## config.mk

```make
export PLATFORM = sky130hd
export DESIGN_NAME = ref_failover_ctrl
export DESIGN_NICKNAME = d
export VERILOG_FILES = /design/src/rtl/rfc_pkg.sv /design/src/rtl/rfc_sync_edge.sv /design/src/rtl/rfc_loss_mon.sv /design/src/rtl/rfc_sel_ctrl.sv /design/src/rtl/ref_failover_ctrl.sv
export SDC_FILE = /design/constraint.sdc
export NUM_CORES = 1
export LEC_CHECK = 0
export CAP_MARGIN = 15
export CORE_MARGIN = 5
export CORE_UTILIZATION = 40
export DETAILED_ROUTE_END_ITERATION = 12
export PLACE_DENSITY = 0.63
export SLEW_MARGIN = 20
export SYNTH_ARGS = -nofsm -noshare
export SYNTH_HDL_FRONTEND = slang
export SYNTH_SLANG_ARGS = --single-unit
```

## constraint.sdc

```tcl
create_clock -name clk_i -period 1.33 [get_ports clk_i]
set_input_delay 0.133 -clock clk_i [delete_from_list [all_inputs] [get_ports clk_i]]
set_output_delay 0.133 -clock clk_i [all_outputs]
set_load 0.01 [all_outputs]
```

## src/rtl/rfc_pkg.sv

```systemverilog
package rfc_pkg;
  localparam int unsigned SYNC_DEPTH_DEF = 2;
  localparam int unsigned MISS_EDGES_DEF = 4;
  localparam int unsigned NUM_REFS       = 2;
  typedef logic [NUM_REFS-1:0] ref_vec_t;
endpackage

```

## src/rtl/rfc_sync_edge.sv

```systemverilog
module rfc_sync_edge #(
  parameter int unsigned STAGES  = 2,
  parameter logic        RST_VAL = 1'b0,
  parameter bit          RISE    = 1'b1
) (
  input  logic clk_i,
  input  logic rst_ni,
  input  logic d_i,
  output logic edge_o
);
  localparam int unsigned MSB = STAGES - 1;

  logic [STAGES-1:0] sr_q;
  logic              prev_q;

  always_ff @(posedge clk_i or negedge rst_ni) begin
    if (!rst_ni) begin
      sr_q   <= {STAGES{RST_VAL}};
      prev_q <= RST_VAL;
    end else begin
      sr_q   <= {sr_q[STAGES-2:0], d_i};
      prev_q <= sr_q[MSB];
    end
  end

  generate
    if (RISE) begin : g_rise
      assign edge_o = sr_q[MSB] & ~prev_q;
    end else begin : g_fall
      assign edge_o = ~sr_q[MSB] & prev_q;
    end
  endgenerate
endmodule

```

## src/rtl/rfc_loss_mon.sv

```systemverilog
module rfc_loss_mon #(
  parameter int unsigned MISS_EDGES = 4
) (
  input  logic clk_i,
  input  logic rst_ni,
  input  logic ref_rise_i,
  input  logic fb_rise_i,
  input  logic clr_i,
  output logic bad_o
);
  localparam int unsigned CNT_W = $clog2(MISS_EDGES + 1);
  localparam logic [CNT_W-1:0] LAST = CNT_W'(MISS_EDGES - 1);

  logic [CNT_W-1:0] cnt_q;
  logic             bad_q;
  logic             miss;

  // reference edge wins over a coincident feedback edge
  assign miss = fb_rise_i & ~ref_rise_i;

  always_ff @(posedge clk_i or negedge rst_ni) begin
    if (!rst_ni) begin
      cnt_q <= '0;
      bad_q <= 1'b0;
    end else if (clr_i) begin
      cnt_q <= '0;
      bad_q <= 1'b0;
    end else begin
      if (ref_rise_i) cnt_q <= '0;
      else if (miss && cnt_q != LAST) cnt_q <= cnt_q + 1'b1;
      if (miss && cnt_q == LAST) bad_q <= 1'b1;
    end
  end

  assign bad_o = bad_q;
endmodule

```

## src/rtl/rfc_sel_ctrl.sv

```systemverilog
module rfc_sel_ctrl
  import rfc_pkg::*;
(
  input  logic     clk_i,
  input  logic     rst_ni,
  input  logic     sel_i,
  input  logic     man_ovr_i,
  input  logic     clr_i,
  input  ref_vec_t bad_i,
  output logic     sel_o
);
  logic init_q;
  logic sel_q;
  logic act_bad, alt_bad;

  assign act_bad = bad_i[sel_q];
  assign alt_bad = bad_i[~sel_q];

  always_ff @(posedge clk_i or negedge rst_ni) begin
    if (!rst_ni) begin
      init_q <= 1'b1;
      sel_q  <= 1'b0;
    end else begin
      init_q <= 1'b0;
      if (init_q || clr_i || man_ovr_i) sel_q <= sel_i;
      else if (act_bad && !alt_bad)     sel_q <= ~sel_q;
    end
  end

  assign sel_o = sel_q;
endmodule

```

## src/rtl/ref_failover_ctrl.sv

```systemverilog
module ref_failover_ctrl
  import rfc_pkg::*;
#(
  parameter int unsigned SYNC_DEPTH = SYNC_DEPTH_DEF,
  parameter int unsigned MISS_EDGES = MISS_EDGES_DEF
) (
  input  logic clk_i,
  input  logic rst_ni,
  input  logic ref0_clk_i,
  input  logic ref1_clk_i,
  input  logic fb_clk_i,
  input  logic sel_i,
  input  logic man_ovr_i,
  input  logic alarm_rst_ni,
  output logic bad0_o,
  output logic bad1_o,
  output logic clk_sel_o,
  output logic mux_sel_o
);
  ref_vec_t ref_clk, ref_rise, bad;
  logic     fb_rise;
  logic     clr_pulse;
  logic     sel;

  assign ref_clk = {ref1_clk_i, ref0_clk_i};

  rfc_sync_edge #(.STAGES(SYNC_DEPTH), .RST_VAL(1'b0), .RISE(1'b1)) u_fb_sync (
    .clk_i, .rst_ni, .d_i(fb_clk_i), .edge_o(fb_rise)
  );

  // pulled-up input idles high; one pulse per falling edge
  rfc_sync_edge #(.STAGES(SYNC_DEPTH), .RST_VAL(1'b1), .RISE(1'b0)) u_alarm_os (
    .clk_i, .rst_ni, .d_i(alarm_rst_ni), .edge_o(clr_pulse)
  );

  for (genvar i = 0; i < NUM_REFS; i++) begin : g_ref
    rfc_sync_edge #(.STAGES(SYNC_DEPTH), .RST_VAL(1'b0), .RISE(1'b1)) u_sync (
      .clk_i, .rst_ni, .d_i(ref_clk[i]), .edge_o(ref_rise[i])
    );
    rfc_loss_mon #(.MISS_EDGES(MISS_EDGES)) u_mon (
      .clk_i, .rst_ni, .ref_rise_i(ref_rise[i]), .fb_rise_i(fb_rise),
      .clr_i(clr_pulse), .bad_o(bad[i])
    );
  end

  rfc_sel_ctrl u_sel (
    .clk_i, .rst_ni, .sel_i, .man_ovr_i, .clr_i(clr_pulse), .bad_i(bad), .sel_o(sel)
  );

  assign bad0_o    = bad[0];
  assign bad1_o    = bad[1];
  assign clk_sel_o = sel;
  assign mux_sel_o = sel;
endmodule

```

* After elaboration in Yosys (flattened, before gate mapping)
Cells that the tools add are included.
Cells by class: add/sub/neg operators 2, order comparisons 2, eq/ne operators 4, mux-type cells 16, bitwise operators 13, reductions and logical operators 13
Operator list (count):
- two-way mux 3 bit | 6
- two-way mux 1 bit | 10
- inverter 1 bit | 7
- adder 3 x 1 -> 3 bit (second input constant) | 2
- AND 1 bit | 6
- equality test 3 x 2 -> 1 bit (second input constant) | 2
- != test 3 x 2 -> 1 bit (second input constant) | 2
- nonzero test 2 bit | 3
- nonzero test 3 bit | 2
- logical AND 1 bit | 5
- less-than comparator 1 x 2 -> 1 bit (second input constant) | 2
- logical OR 1 bit | 2
- logical NOT 1 bit | 1
Storage, ports and cells: flip-flop bits (word level) 22, bits of input ports 8, output and inout port bits 4, logic and storage cells 64

* Longest topological paths before layout
Gate-level depths: netlist (run 1).
depth after elaboration 8, gate-level depth with buffers 5, mapped depth without buffers 5

* By module
A second synthesis (run 1) with hierarchy kept.
Second synthesis, totals: cell total of the unflattened synthesis 58, area total of the unflattened synthesis 869.6 µm²
By module, submodules not included:
- rfc_loss_mon | times used 2, cells an instance 17, area an instance 206.4 µm²
- rfc_sync_edge at g_ref[0].u_sync ... | times used 3, cells an instance 4, area an instance 88.8 µm²
- rfc_sync_edge at u_alarm_os | times used 1, cells an instance 4, area an instance 92.6 µm²
- rfc_sel_ctrl | times used 1, cells an instance 7, area an instance 90.1 µm²
- ref_failover_ctrl | times used 1, cells an instance 1, area an instance 7.5 µm²

* Worst setup path before layout (run 1)
OpenSTA, ideal clock, no wires.
path kind reg-to-reg, start point register g_ref[0].u_mon.cnt_q[0], end point register g_ref[0].u_mon.cnt_q[1], data arrival time 1283 ps, data required time 1196 ps, slack -86 ps, cell stages (with the launch flop) 6, path buffers 0, period minus slack after synthesis 1416 ps, cell sequence dfrtp_1 > ha_1 > ha_1 > nor3b_4 > mux2i_1 > nor2_1
On the way: longest elaborated chain between the ends 4, elaborated cells between the ends (all ways) 7, those cells by class add/sub: 1; eq/ne: 1; mux: 3; reduce/logical: 2
RTL lines:
- start, declared | line rfc_loss_mon.sv:14 | logic [CNT_W-1:0] cnt_q;
- start signal, assigned | line rfc_loss_mon.sv:30 | else if (miss && cnt_q != LAST) cnt_q <= cnt_q + 1'b1;
- adder 3 x 1 -> 3 bit | line rfc_loss_mon.sv:30
- two-way mux 3 bit | line rfc_loss_mon.sv:30
- two-way mux 3 bit | line rfc_loss_mon.sv:29 | if (ref_rise_i) cnt_q <= '0;
- two-way mux 3 bit | line rfc_loss_mon.sv:25 | end else if (clr_i) begin
Parallel ways exist; a longest one is shown, timed or not. The select of a mux whose other input is x is not followed. A chain may end at the register's enable or synchronous reset.

* Worst setup path in the final report (run 1)
Same ends and word-level chain as after synthesis.

==> results.sh, run 1 <==
export IMPL_outcome="finished, violations left"
export IMPL_violations="setup timing"
export IMPL_dieArea_sq_um=3080
export IMPL_fp_dieW_um=55.5
export IMPL_critPathMaxFanout=4
export IMPL_slew_viol_final=0
export IMPL_syn_nets=73
export IMPL_ioPinCount=12
export IMPL_worstPathCellList="ha_2 -> ha_4 -> nor3b_4 -> mux2i_1 -> nor2_1"
export IMPL_cts_buffers=3
export IMPL_synth_compound_area_frac=0.0423
export IMPL_hp_class="primary input to async pin"
export IMPL_netlist_cell_type_count=18
export IMPL_cp_start_kind="flip-flop"
export IMPL_firstDrtPassIters=3
export IMPL_switching_share=0.222
export IMPL_finalHoldViolations=0
export IMPL_endpoint_kind="flip-flop"
export IMPL_wl_per_cell_um=11.1
export IMPL_synthAdderAreaFrac=0.0740
export IMPL_dp_cells=101
export IMPL_initial_core_util=0.422
export IMPL_drtIter0Drc=8
export IMPL_arrival_ns=1.60
export IMPL_peakVddDrop_mv=0.595
export IMPL_totalWireLength_mm=1.20
export IMPL_clkPwrFrac=0.248
export IMPL_seqCellArea_sq_um=556
export IMPL_fill_cells=192
export IMPL_routed_via_density=4.26
export IMPL_dp_hpwl_um=904
export IMPL_total_power_mw=1.18
export IMPL_syn_avg_cell_area_sq_um=13.6
export IMPL_max_stage_delay_ns=0.40
export IMPL_syn2layout_area_growth_pct=29.5
export IMPL_p_int_mw=0.916
export IMPL_yosys_warnings=0
export IMPL_numPortBuffers=11
export IMPL_syn_inst=61
export IMPL_drv_cap=0
export IMPL_dpl_worst_slack_ns=-0.131
export IMPL_yosys_area_share_simple=0.118
export IMPL_core_sq_um=1960
export IMPL_num_rows=16
export IMPL_grt_overflow=0
export IMPL_r2r_slack_ns=-0.09
export IMPL_cts_clk_slew_worst_paths_ns=0.11
export IMPL_grt_pass1_wl_mm=2.18
export IMPL_min_period_ns=1.42
export IMPL_tritoncts="yes"
export IMPL_gp_congestion=0.708
export IMPL_clock_path_buffers=2
export IMPL_setup_ws_ns=-0.0929
export IMPL_grt_pass1_vias=523
export IMPL_power_frac_seq=0.624
export IMPL_hold_buffers=0
export IMPL_grt_usage=0.0911
export IMPL_fin_crit_sh=1.07
export IMPL_cellPowerDensity_nw_per_um2=1100
export IMPL_finalClockSkew_ns=0.00776
export IMPL_drc_errors=0
export IMPL_synthXorXnorAreaFrac=0.0211
export IMPL_cp_required_ns=1.51
export IMPL_p_switching_mw=0.262
export IMPL_cts_sinks=22
export IMPL_h_tree_depth=1
export IMPL_p_comb_frac=0.128
export IMPL_fmax_mhz=703
export IMPL_ys_seq_area_frac=0.671
export IMPL_synth_mux_area_frac=0.0378
export IMPL_cpMaxStageDelayCell="dfrtp_1"
export IMPL_grt_start_max_net_pins=23
export IMPL_hold_slack_ns=0.160
export IMPL_setup_viol=5
export IMPL_crit_type="flip-flop to flip-flop"
export IMPL_static_leakage_power_nw=0.479
export IMPL_clkLatencyLatePin_ns=0.30
export IMPL_n_antenna_cell=0
export IMPL_drive_above_1_share=0.284
export IMPL_die_h_um=55.5
export IMPL_nets=94
export IMPL_vias=460
export IMPL_antenna_found_initial=0
export IMPL_synth_top_family_by_area="simple AND/OR/NAND/NOR gates"
export IMPL_synth_seq_cells=22
export IMPL_cts_root_buffer="clkbuf_4"
export IMPL_ant_nets=0
export IMPL_netlist_area_sq_um=828
export IMPL_multi_input_area_sq_um=284
export IMPL_stdcell_count=108
export IMPL_rsz0062_at_grt="yes"
worst paths after layout:
| kind | startpoint | endpoint | cells after the start |
|---|---|---|---|
| max | g_ref[0].u_mon.cnt_q[0] | g_ref[0].u_mon.cnt_q[1] | 5 |
| min | rst_ni | g_ref[0].u_mon.cnt_q[0] | 2 |
| max reg2reg | g_ref[0].u_mon.cnt_q[0] | g_ref[0].u_mon.cnt_q[1] | 5 |
| min reg2reg | u_fb_sync.sr_q[0] | u_fb_sync.sr_q[1] | 0 |
| max in group asynchronous | rst_ni | u_alarm_os.sr_q[0] | 2 |
| min in group clk_i | alarm_rst_ni | u_alarm_os.sr_q[0] | 1 |
power groups by stage:
stage | Clock, mW | Combinational [mW] | Sequential (mW)
final | 0.293 | 0.151 | 0.735
after detailed placement | 0 | 0.148 | 0.749
after floorplan | 0 | 0.0745 | 0.747
after CTS | 0.319 | 0.155 | 0.737
after global placement | 0 | 0.141 | 0.747
after global routing | 0.354 | 0.171 | 0.741
logic make-up (layout without fill, tap and decap cells):
family,Yosys count,after routing
AO/OA/AOI/OAI,6,6
flip-flops,22,22
adder cells (fa/ha/maj),5,5
buffers and inverters,6,26
AND/OR/NAND/NOR,16,16
multiplexers,3,3
other,1,1
XOR/XNOR,2,2
routing by layer:
layer	up-vias	share of wire	routed length, um	track usage
met5	-	0	0	0
met4	0	0	0	0.0417
met1	212	0.45	538	0.106
met2	11	0.49	588	0.149
li1	237	-	-	-
met3	0	0.058	70	0.0326
state kept, by name, summed over array words and instances (netlist names), 2 cells and up:
| register | count |
|---|---|
| g_ref.u_sync.prev_q | 2 |
| g_ref.u_mon.bad_o | 2 |
| u_fb_sync.sr_q | 2 |
| g_ref.u_mon.cnt_q | 6 |
| g_ref.u_sync.sr_q | 4 |
| u_alarm_os.sr_q | 2 |
synthesized netlist by cell type, drive strengths merged:
| library cell | count | area share |
|---|---|---|
| inv | 5 | 0.023 |
| dfstp | 4 | 0.13 |
| and2b | 1 | 0.011 |
| nor3b | 2 | 0.045 |
| buf | 1 | 0.0091 |
| ha | 4 | 0.060 |
| o21ai | 4 | 0.024 |
| mux2i | 2 | 0.024 |
| maj3 | 1 | 0.014 |
| dfrtp | 18 | 0.54 |
| nor2 | 7 | 0.032 |
| xnor2 | 2 | 0.021 |
| a211oi | 2 | 0.018 |
| nand2 | 5 | 0.023 |
| mux2 | 1 | 0.014 |
| conb | 1 | 0.0045 |
| nand2b | 1 | 0.0076 |
metrics by stage:
step                      instance area (sq um)  utilization  TNS, ns
after floorplan                             858            -  -0.0309
after global routing                       1070        0.547   -0.854
after CTS                                  1070        0.547   -0.315
final                                      1070        0.547   -0.343
after global placement                     1020        0.518   -0.147
after detailed placement                   1020        0.518   -0.393
cell type report:
cell class,instances,area share
clock buffers,4,0.0245
inverters,5,0.0175
multi-input cells,33,0.265
flip-flops and latches,22,0.518
well taps,27,0.0315
repair buffers,17,0.144
critical path: cells and delay by family, from the launching register on:
kind                       cells  cell delay [ns]
adders and majority gates      2             0.37
and+or+nand+nor                2             0.31
muxes                          1             0.22
DFF                            1             0.40
timing repair:
action / 4_1_cts / 5_1_grt
hold endpoints to repair: 0 / 0
pin swaps: 6 / 2
endpoints found under the setup margin: 10 / 6
setup buffers: 3 / 0
resized for setup: 6 / 0
layout by cell type (no fill, tap or decap), types with 3 or more instances in the layout:
| cell type | instances |
|---|---|
| dfstp_2 | 4 |
| dlygate4sd2_1 | 4 |
| buf_4 | 5 |
| nand2_1 | 5 |
| nor2_1 | 7 |
| clkbuf_4 | 3 |
| dfrtp_1 | 18 |
| clkdlybuf4s50_1 | 7 |
| inv_1 | 5 |
Note: power is estimated with default switching activity, not from simulation.
==> inputs of run 2 (changes only) <==
--- a/config.mk
+++ b/config.mk
@@ -9,7 +9,7 @@
 export CORE_MARGIN = 5
 export CORE_UTILIZATION = 40
 export DETAILED_ROUTE_END_ITERATION = 12
-export PLACE_DENSITY = 0.63
+export PLACE_DENSITY = 0.61
 export SLEW_MARGIN = 20
 export SYNTH_ARGS = -nofsm -noshare
 export SYNTH_HDL_FRONTEND = slang
==> constraint.sdc (replaced) <==
create_clock -name clk_i -period 1.8 [get_ports clk_i]
set_input_delay 0.18 -clock clk_i [delete_from_list [all_inputs] [get_ports clk_i]]
set_output_delay 0.18 -clock clk_i [all_outputs]
set_load 0.01 [all_outputs]
==> run 2 against run 1 <==
Against the previous run:
- the flow now finishes without violations
- clock skew down 0.0056 ns
- core utilization shrank 2.4 points
- sequential share of layout area grew 2.4 points
- critical path type unchanged
==> results.sh, run 2 (synthesized netlist as in run 1, its figures left out) <==
export IMPL_endpoint_kind="flip-flop"
export IMPL_ant_nets=0
export IMPL_dieArea_sq_um=3080
export IMPL_peakVddDrop_mv=0.696
export IMPL_fp_dieW_um=55.5
export IMPL_die_h_um=55.5
export IMPL_cpMaxStageDelayCell="dfrtp_1"
export IMPL_slew_viol_final=0
export IMPL_outcome="complete, no violations"
export IMPL_cp_startpoint="g_ref[0].u_mon.cnt_q[0]"
export IMPL_cp_num_cells=5
export IMPL_drtIter0Drc=0
export IMPL_reg2reg_to="g_ref[0].u_mon.cnt_q[1]"
export IMPL_hp_class="primary input to async pin"
export IMPL_tritoncts="yes"
export IMPL_syn2layout_area_growth_pct=23.7
export IMPL_switching_share=0.199
export IMPL_r2r_slack_ns=0.28
export IMPL_rsz0062_at_grt="no"
export IMPL_dpl_worst_slack_ns=0.265
export IMPL_cp_start_kind="flip-flop"
export IMPL_p_comb_frac=0.090
export IMPL_cellPowerDensity_nw_per_um2=978
export IMPL_grt_pass1_vias=498
export IMPL_stdcell_count=103
export IMPL_largest_reg_flops=6
export IMPL_total_power_mw=1.00
export IMPL_firstDrtPassIters=1
export IMPL_max_stage_delay_ns=0.41
export IMPL_ioPinCount=12
export IMPL_drv_cap=0
export IMPL_antenna_found_initial=0
export IMPL_layout_commonest_cell="dfrtp_1"
export IMPL_n_antenna_cell=0
export IMPL_finalClockSkew_ns=0.00217
export IMPL_final_cell_mix="dfrtp_1, clkdlybuf4s50_1, nor2_1"
export IMPL_critPathMaxFanout=4
export IMPL_timing_rr_start="g_ref[0].u_mon.cnt_q[0]"
export IMPL_numPortBuffers=11
export IMPL_finalHoldViolations=0
export IMPL_static_leakage_power_nw=0.453
export IMPL_top_register="g_ref.u_mon.cnt_q"
export IMPL_core_sq_um=1960
export IMPL_cts_setup_buffers=0
export IMPL_h_tree_depth=1
export IMPL_arrival_ns=1.71
export IMPL_critical_path_top_delay_family="adder cells"
export IMPL_final_setup_tns_ns=0
export IMPL_critPathBufInv=0
export IMPL_cts_sinks=22
export IMPL_totalWireLength_mm=1.12
export IMPL_setup_viol=0
export IMPL_grt_usage=0.0870
export IMPL_worstPathCellList="ha_1 -> ha_1 -> nor3b_4 -> mux2i_1 -> nor2_1"
export IMPL_hold_buffers=0
export IMPL_hold_slack_ns=0.196
export IMPL_initial_core_util=0.422
export IMPL_reg_top3="g_ref.u_mon.cnt_q (6), g_ref.u_sync.sr_q (4)"
export IMPL_cts_clk_slew_worst_paths_ns=0.12
export IMPL_wl_per_cell_um=10.9
export IMPL_fmax_mhz=657
export IMPL_grt_start_max_net_pins=23
export IMPL_cp_common_cell="ha_1"
export IMPL_fin_crit_sh=0.845
export IMPL_dp_cells=99
export IMPL_gp_congestion=0.661
export IMPL_crit_type="flip-flop to flip-flop"
export IMPL_clock_path_buffers=2
export IMPL_cts_buffers=3
export IMPL_nets=89
export IMPL_cts_root_buffer="clkbuf_4"
export IMPL_p_int_mw=0.803
export IMPL_drive_above_1_share=0.184
export IMPL_fill_cells=186
export IMPL_crit_path_end="g_ref[0].u_mon.cnt_q[1]"
export IMPL_grt_overflow=0
export IMPL_cp_required_ns=1.99
export IMPL_drc_errors=0
export IMPL_routed_via_density=4.56
export IMPL_power_frac_seq=0.543
export IMPL_cts_resized=0
export IMPL_p_switching_mw=0.199
export IMPL_vias=470
export IMPL_grt_pass1_wl_mm=2.06
export IMPL_clkPwrFrac=0.367
export IMPL_setup_ws_ns=0.278
export IMPL_dp_hpwl_um=859
export IMPL_min_period_ns=1.52
export IMPL_num_rows=16
export IMPL_clkLatencyLatePin_ns=0.30
export IMPL_rr_worst_depth=5
run 2: cell types whose count changed in the layout (fill, tap and decap cells not counted), moves of 2 or more:
cell             before  now
ha_2                  2    0
dlygate4sd2_1         4    0
ha_1                  0    4
clkdlybuf4s50_1       7   11
ha_4                  2    0
buf_4                 5    1
run 2: area by class of cell:
| cell class | instances | area [sq um] | area share |
|---|---|---|---|
| Clock buffer | 3 | 22.5 | 0.0220 |
| Clock inverter | 1 | 30.0 | 0.0293 |
| Inverter | 5 | 18.8 | 0.0183 |
| Multi-Input combinational cell | 33 | 246 | 0.241 |
| Sequential cell | 22 | 556 | 0.542 |
| Tap cell | 27 | 33.8 | 0.0330 |
| Timing Repair Buffer | 12 | 118 | 0.115 |
run 2: how the worst min path moves through the flow:
stage / slack [ns] / depth (start not counted) / startpoint / end
global placement: 0.33 / 0 / g_ref[0].u_sync.sr_q[0] / g_ref[0].u_sync.sr_q[1]
CTS: 0.20 / 2 / rst_ni / u_fb_sync.sr_q[1]
floorplan: -0.12 / 0 / rst_ni / g_ref[0].u_mon.bad_o
detailed placement: 0.34 / 0 / g_ref[0].u_sync.sr_q[0] / g_ref[0].u_sync.sr_q[1]
global route: 0.20 / 2 / rst_ni / g_ref[0].u_mon.cnt_q[2]
finish: 0.20 / 2 / rst_ni / g_ref[1].u_mon.cnt_q[2]
run 2: worst register-to-register path: cells and delay by family, from the launching register on:
kind          cells  cell delay, ns
fa+ha+maj         2            0.42
flops             1            0.41
mux               1            0.23
simple gates      2            0.34
run 2: power groups by stage:
stage	registers, mW	clock network [mW]	logic [mW]
after floorplan	0.552	0	0.0506
after global placement	0.553	0	0.0905
after detailed placement	0.555	0	0.0931
after CTS	0.545	0.383	0.0942
after global routing	0.549	0.407	0.103
final	0.544	0.368	0.0902
run 2: per-layer routing:
layer | track usage | wire [um]
met5 | 0 | 0
met4 | 0.0417 | 21
met3 | 0.0513 | 96
met2 | 0.139 | 543
met1 | 0.0912 | 462
run 2: stage by stage:
stage / util / area, sq um
after floorplan: - / 828
after global placement: 0.496 / 972
after detailed placement: 0.496 / 972
after CTS: 0.522 / 1020
after global routing: 0.522 / 1020
final: 0.522 / 1020
